## config.mk

```make
export PLATFORM = sky130hd
export DESIGN_NAME = hier_barrier
export DESIGN_NICKNAME = d
export VERILOG_FILES = /design/src/rtl/hpb_pkg.sv /design/src/rtl/hpb_tally.sv /design/src/rtl/hpb_counter.sv /design/src/rtl/hier_barrier.sv
export SDC_FILE = /design/constraint.sdc
export NUM_CORES = 1
export LEC_CHECK = 0
export BUFFER_PORTS_ARGS = -buffer_cell sky130_fd_sc_hd__buf_2
export CORE_MARGIN = 3
export CORE_UTILIZATION = 25
export DETAILED_ROUTE_END_ITERATION = 7
export PLACE_DENSITY = 0.53
export SLEW_MARGIN = 20
export SYNTH_ARGS = -nofsm -noshare
export SYNTH_HDL_FRONTEND = slang
export SYNTH_SLANG_ARGS = --single-unit
```

## constraint.sdc

```tcl
create_clock -name clk -period 4.7 [get_ports clk]
set_input_delay 0.47 -clock clk [delete_from_list [all_inputs] [get_ports clk]]
set_output_delay 0.47 -clock clk [all_outputs]
set_load 0.03 [all_outputs]
```

## src/rtl/hpb_pkg.sv

```systemverilog
package hpb_pkg;
  typedef enum logic [1:0] {
    SC_TILE    = 2'd0,
    SC_SUBGRP  = 2'd1,
    SC_CLUSTER = 2'd2,
    SC_NONE    = 2'd3
  } scope_e;
endpackage

```

## src/rtl/hpb_tally.sv

```systemverilog
module hpb_tally #(
  parameter int N = 4,
  localparam int W = $clog2(N + 1)
) (
  input  logic [N-1:0] hit,
  output logic [W-1:0] sum
);
  always_comb begin
    sum = '0;
    for (int i = 0; i < N; i++) sum = sum + W'(hit[i]);
  end
endmodule

```

## src/rtl/hpb_counter.sv

```systemverilog
module hpb_counter #(
  parameter int TOTAL = 4,
  localparam int CW = $clog2(TOTAL + 1)
) (
  input  logic          clk,
  input  logic          rst_n,
  input  logic [CW-1:0] inc,
  output logic          done
);
  logic [CW-1:0] cnt;

  assign done = (cnt == CW'(TOTAL));

  always_ff @(posedge clk) begin
    if (!rst_n)    cnt <= '0;
    else if (done) cnt <= inc;        // restart; same-cycle arrivals join next round
    else           cnt <= cnt + inc;
  end


  cnt_bound_chk: assert property (@(posedge clk) disable iff (!rst_n)
    cnt <= CW'(TOTAL));


  pulse_once_chk: assert property (@(posedge clk) disable iff (!rst_n)
    done |=> !done);


  done_needs_arrival_chk: assert property (@(posedge clk) disable iff (!rst_n)
    done |-> $past(inc) != '0);


  idle_hold_chk: assert property (@(posedge clk) disable iff (!rst_n)
    (!done && inc == '0) |=> $stable(cnt));
endmodule

```

## src/rtl/hier_barrier.sv

```systemverilog
module hier_barrier
  import hpb_pkg::*;
#(
  parameter int CORES_PER_TILE = 4,
  parameter int TILES_PER_SG   = 2,
  parameter int SG_COUNT       = 2,
  localparam int CPS   = CORES_PER_TILE * TILES_PER_SG,
  localparam int NCORE = CPS * SG_COUNT,
  localparam int NTILE = TILES_PER_SG * SG_COUNT
) (
  input  logic               clk,
  input  logic               rst_n,
  input  logic [NCORE-1:0]   arr_valid,
  input  logic [2*NCORE-1:0] arr_scope,
  output logic [NCORE-1:0]   wake
);
  localparam int TW = $clog2(CORES_PER_TILE + 1);
  localparam int SW = $clog2(CPS + 1);
  localparam int CW = $clog2(NCORE + 1);

  logic [NCORE-1:0]    hit_t, hit_s, hit_c;
  logic [NTILE-1:0]    tile_done;
  logic [SG_COUNT-1:0] sg_done;
  logic                cl_done;

  for (genvar i = 0; i < NCORE; i++) begin : g_dec
    scope_e sc;
    assign sc       = scope_e'(arr_scope[2*i +: 2]);
    assign hit_t[i] = arr_valid[i] && (sc == SC_TILE);
    assign hit_s[i] = arr_valid[i] && (sc == SC_SUBGRP);
    assign hit_c[i] = arr_valid[i] && (sc == SC_CLUSTER);
  end

  for (genvar t = 0; t < NTILE; t++) begin : g_tile
    logic [TW-1:0] inc;
    hpb_tally #(.N(CORES_PER_TILE)) u_tally (
      .hit(hit_t[t*CORES_PER_TILE +: CORES_PER_TILE]), .sum(inc));
    hpb_counter #(.TOTAL(CORES_PER_TILE)) u_cnt (
      .clk(clk), .rst_n(rst_n), .inc(inc), .done(tile_done[t]));
  end

  for (genvar s = 0; s < SG_COUNT; s++) begin : g_sg
    logic [SW-1:0] inc;
    hpb_tally #(.N(CPS)) u_tally (.hit(hit_s[s*CPS +: CPS]), .sum(inc));
    hpb_counter #(.TOTAL(CPS)) u_cnt (
      .clk(clk), .rst_n(rst_n), .inc(inc), .done(sg_done[s]));
  end

  logic [CW-1:0] cl_inc;
  hpb_tally #(.N(NCORE)) u_cl_tally (.hit(hit_c), .sum(cl_inc));
  hpb_counter #(.TOTAL(NCORE)) u_cl_cnt (
    .clk(clk), .rst_n(rst_n), .inc(cl_inc), .done(cl_done));

  for (genvar i = 0; i < NCORE; i++) begin : g_wake
    assign wake[i] = tile_done[i / CORES_PER_TILE] | sg_done[i / CPS] | cl_done;
  end


  reserved_quiet_chk: assert property (@(posedge clk) disable iff (!rst_n)
    (arr_valid != '0 && (hit_t | hit_s | hit_c) == '0) |=> !cl_done || $past(cl_done));
endmodule

```

==> flow_metrics.tcl <==
set metrics [dict create \
    grt_pass1_vias 2244 \
    yosys_register_bits 25 \
    cpPeakStageDelay_ns 0.54 \
    antenna_found_initial 0 \
    clock_skew_ns 0.003604 \
    dr.pass1.iters 4 \
    place_hpwl_um 5399 \
    cp_num_buf_inv 5 \
    grt_pass1_wl_um 10440 \
    critPathSlowestCell "fa_1" \
    drc 0 \
    p_leak_nw 1.782 \
    hold_class "reg -> reg" \
    p_comb_share_pct 51.2 \
    synth_top_family_by_area "adder cells" \
    crit_path_frequent_cell "fa_1" \
    setup.worst_path.end_class "flip-flop" \
    grt-ovfl-total 0 \
    path_cells "buf_6 -> and3b_1 -> ha_1 -> inv_1 -> fa_1 -> fa_1 -> fa_1 -> inv_1 -> fa_1 -> fa_2 -> inv_2 -> fa_2 -> inv_2 -> fa_2 -> nand3_2 -> nand4b_1 -> a21oi_1 -> and3b_1" \
    hold_buffers 0 \
    ctsLongestPathBuffers 2 \
    core_area_mm2 0.01098 \
    io_pins 66 \
    crit_family "adder cells" \
    dr.max_layer_used "met4" \
    slew_headroom_pct 67.63 \
    wl_per_cell_um 12.43 \
    grt_max_degree 27 \
    avgSynthCellArea_um2 9.455 \
    syn_inst 300 \
    dr_total_vias 2271 \
    synth_area_mm2 0.002836 \
    vdd_drop_max_v 0.0001462 \
    rsz0062_at_grt "true" \
    gp_congestion 0.8002 \
    crit_fanout 2 \
    cts_inserted_buffers 3 \
    port_buffers 65 \
    layout.nets 480 \
    wl_met1_um 3155 \
    via_per_inst 4.488 \
    synthMuxAreaShare_pct 1.412 \
    die_h_um 112.5 \
    p_int_mw 0.6450 \
    pwr-share-clk_pct 18.7 \
    die_area_mm2 0.01266 \
    ys_seq_area_share_pct 17.64 \
    mostFrequentLayoutCell "buf_2" \
    start_util_pct 25.83 \
    route.met2.wl_um 2787 \
    p_sw_mw 0.3854 \
    max_freq_ghz 0.2138 \
    num_rows 38 \
    worstMarginPinSlew_ns 0.4812 \
    drive_gt1_share_pct 26.23 \
    tns_ns 0 \
    crit_path_start_kind "input port" \
    clk_pin_slew_worst_paths_ns 0.07 \
    finalHoldViolCount 0 \
    drv_slew 0 \
    final_cell_mix "buf_2 (59), ha_1 (33), nand2_1 (27)" \
    routed_wl_um 6292 \
    crit_type "in -> reg" \
    drtIter0Drc 84 \
    yosys.area_share.xor_xnor_pct 3.705 \
    total_power_mw 1.030 \
    synth-compound-area-share_pct 8.513 \
    status "finished, final reports clean" \
    p_sw_share_pct 37.40 \
    die_w_um 112.5 \
    ant_nets 0 \
    synth_cell_types 30 \
    insertion_delay_ns 0.26 \
    critPathArrivalTime_ns 4.84 \
    power_density_mw_per_mm2 295.2 \
    syn_nets 413 \
    gr-usage-all-layers_pct 10.05 \
    cap_viol_max_count 0 \
    wl_met3_um 319 \
    required_ns 4.86 \
    cts_tree "yes" \
    power_frac_seq_pct 30.1 \
    cts_sinks 25 \
    synth_adder_area_share_pct 35.47 \
    setup_viol 0 \
    min_period_ns 4.678 \
    ctsHtreeMaxLevel 1 \
    syn_to_final_growth_pct 23.07 \
    synthSimpleGateAreaFrac_pct 25.98 \
    min_period_over_period_pct 99.52 \
    antenna_cells 0 \
    yosysWarnings 0 \
    root_buffer "clkbuf_16" \
]
[final timing paths]
kind / startpoint / endpoint / slack (ns) / cells past startpoint
worst max-delay path: arr_scope[1] / u_cl_cnt.cnt[4] / 0.02 / 18
worst min-delay path: g_tile[0].u_cnt.cnt[2] / g_tile[0].u_cnt.cnt[0] / 0.51 / 2
worst max register to register: u_cl_cnt.cnt[1] / u_cl_cnt.cnt[2] / 3.07 / 3
worst min register to register: g_tile[0].u_cnt.cnt[2] / g_tile[0].u_cnt.cnt[0] / 0.51 / 2
[cell type report]
class                           count  area (um^2)
Clock buffer                        3        75.07
Clock inverter                      1        5.005
Fill cell                        1156         7492
Inverter                           23        86.33
Multi-Input combinational cell    236         2185
Sequential cell                    25        500.5
Tap cell                          140        175.2
Timing Repair Buffer               78        464.2
[worst min-delay path: cells and delay by family, from the launching register on]
| kind | cells | cell delay (ns) |
|---|---|---|
| flip-flops | 1 | 0.34 |
| AND/OR/NAND/NOR | 1 | 0.07 |
| AO/OA/AOI/OAI | 1 | 0.05 |
[routing by layer]
metal,vias up,track usage [%]
li1,1166,-
met1,1053,14.55
met2,50,15.93
met3,2,1.941
met4,0,1.442
met5,-,0
[Yosys cell counts (all sizes together)]
cell type  number  share of area [%]
a21boi          9                2.4
inv            23                3.0
and2            9                2.0
o2bb2ai         1               0.31
a21o            4                1.1
or4b            2               0.97
nor2            6               0.79
nor3b          16                4.2
nor4            1               0.22
fa             29                 20
and3b          11                3.4
nand4           2               0.44
dfxtp          25                 18
nand3b         22                5.8
buf            14                4.0
clkbuf          2               0.26
ha             34                 15
mux2i           4                1.4
nand2          27                3.6
nor2b           3               0.66
o21ai          11                1.9
a21oi           8                1.4
xor2            4                1.2
nand3          19                3.4
and3            1               0.22
nand4b          1               0.31
xnor2           8                2.5
o211a           4                1.4
[flip-flops by register name (all words and copies together), names as in the netlist]
name,count
u_cl_cnt.cnt,5
g_sg.u_cnt.cnt,8
g_tile.u_cnt.cnt,12
[metrics by stage]
step | utilization [%] | hold WS (ns) | instance area [um^2] | setup WS, ns | std cells
CTS | 31.09 | 0.5151 | 3415 | 0.05150 | 505
floorplan | - | 0.4793 | 2864 | 0.03375 | 300
detailed placement | 30.36 | 0.5057 | 3334 | -0.2151 | 501
global route | 31.78 | 0.5513 | 3491 | -0.1498 | 506
global placement | 30.36 | 0.4990 | 3334 | -0.1718 | 501
finish | 31.78 | 0.5102 | 3491 | 0.02242 | 506
[power groups by stage]
stage	logic, mW	clock network (mW)	registers (mW)
6_report	0.528	0.193	0.310
5_1_grt	0.606	0.210	0.319
3_5_place_dp	0.504	0	0.313
2_1_floorplan	0.381	0	0.302
4_1_cts	0.507	0.202	0.308
3_3_place_gp	0.488	0	0.312
[kinds of logic after synthesis]
kind of cell               count (synthesis)
adders and majority gates                 63
and+or+nand+nor                          120
xor gates and xnor gates                  12
DFF                                       25
AOI/OAI and AO/OA                         37
muxes                                      4
buffers and inverters                     39
[repair_timing]
item / 4_1_cts / 5_1_grt
setup endpoints to repair: 0 / 2
setup buffers: 0 / 1
gates resized for setup: 0 / 11
No activity file was read; power rests on OpenSTA's default activity.
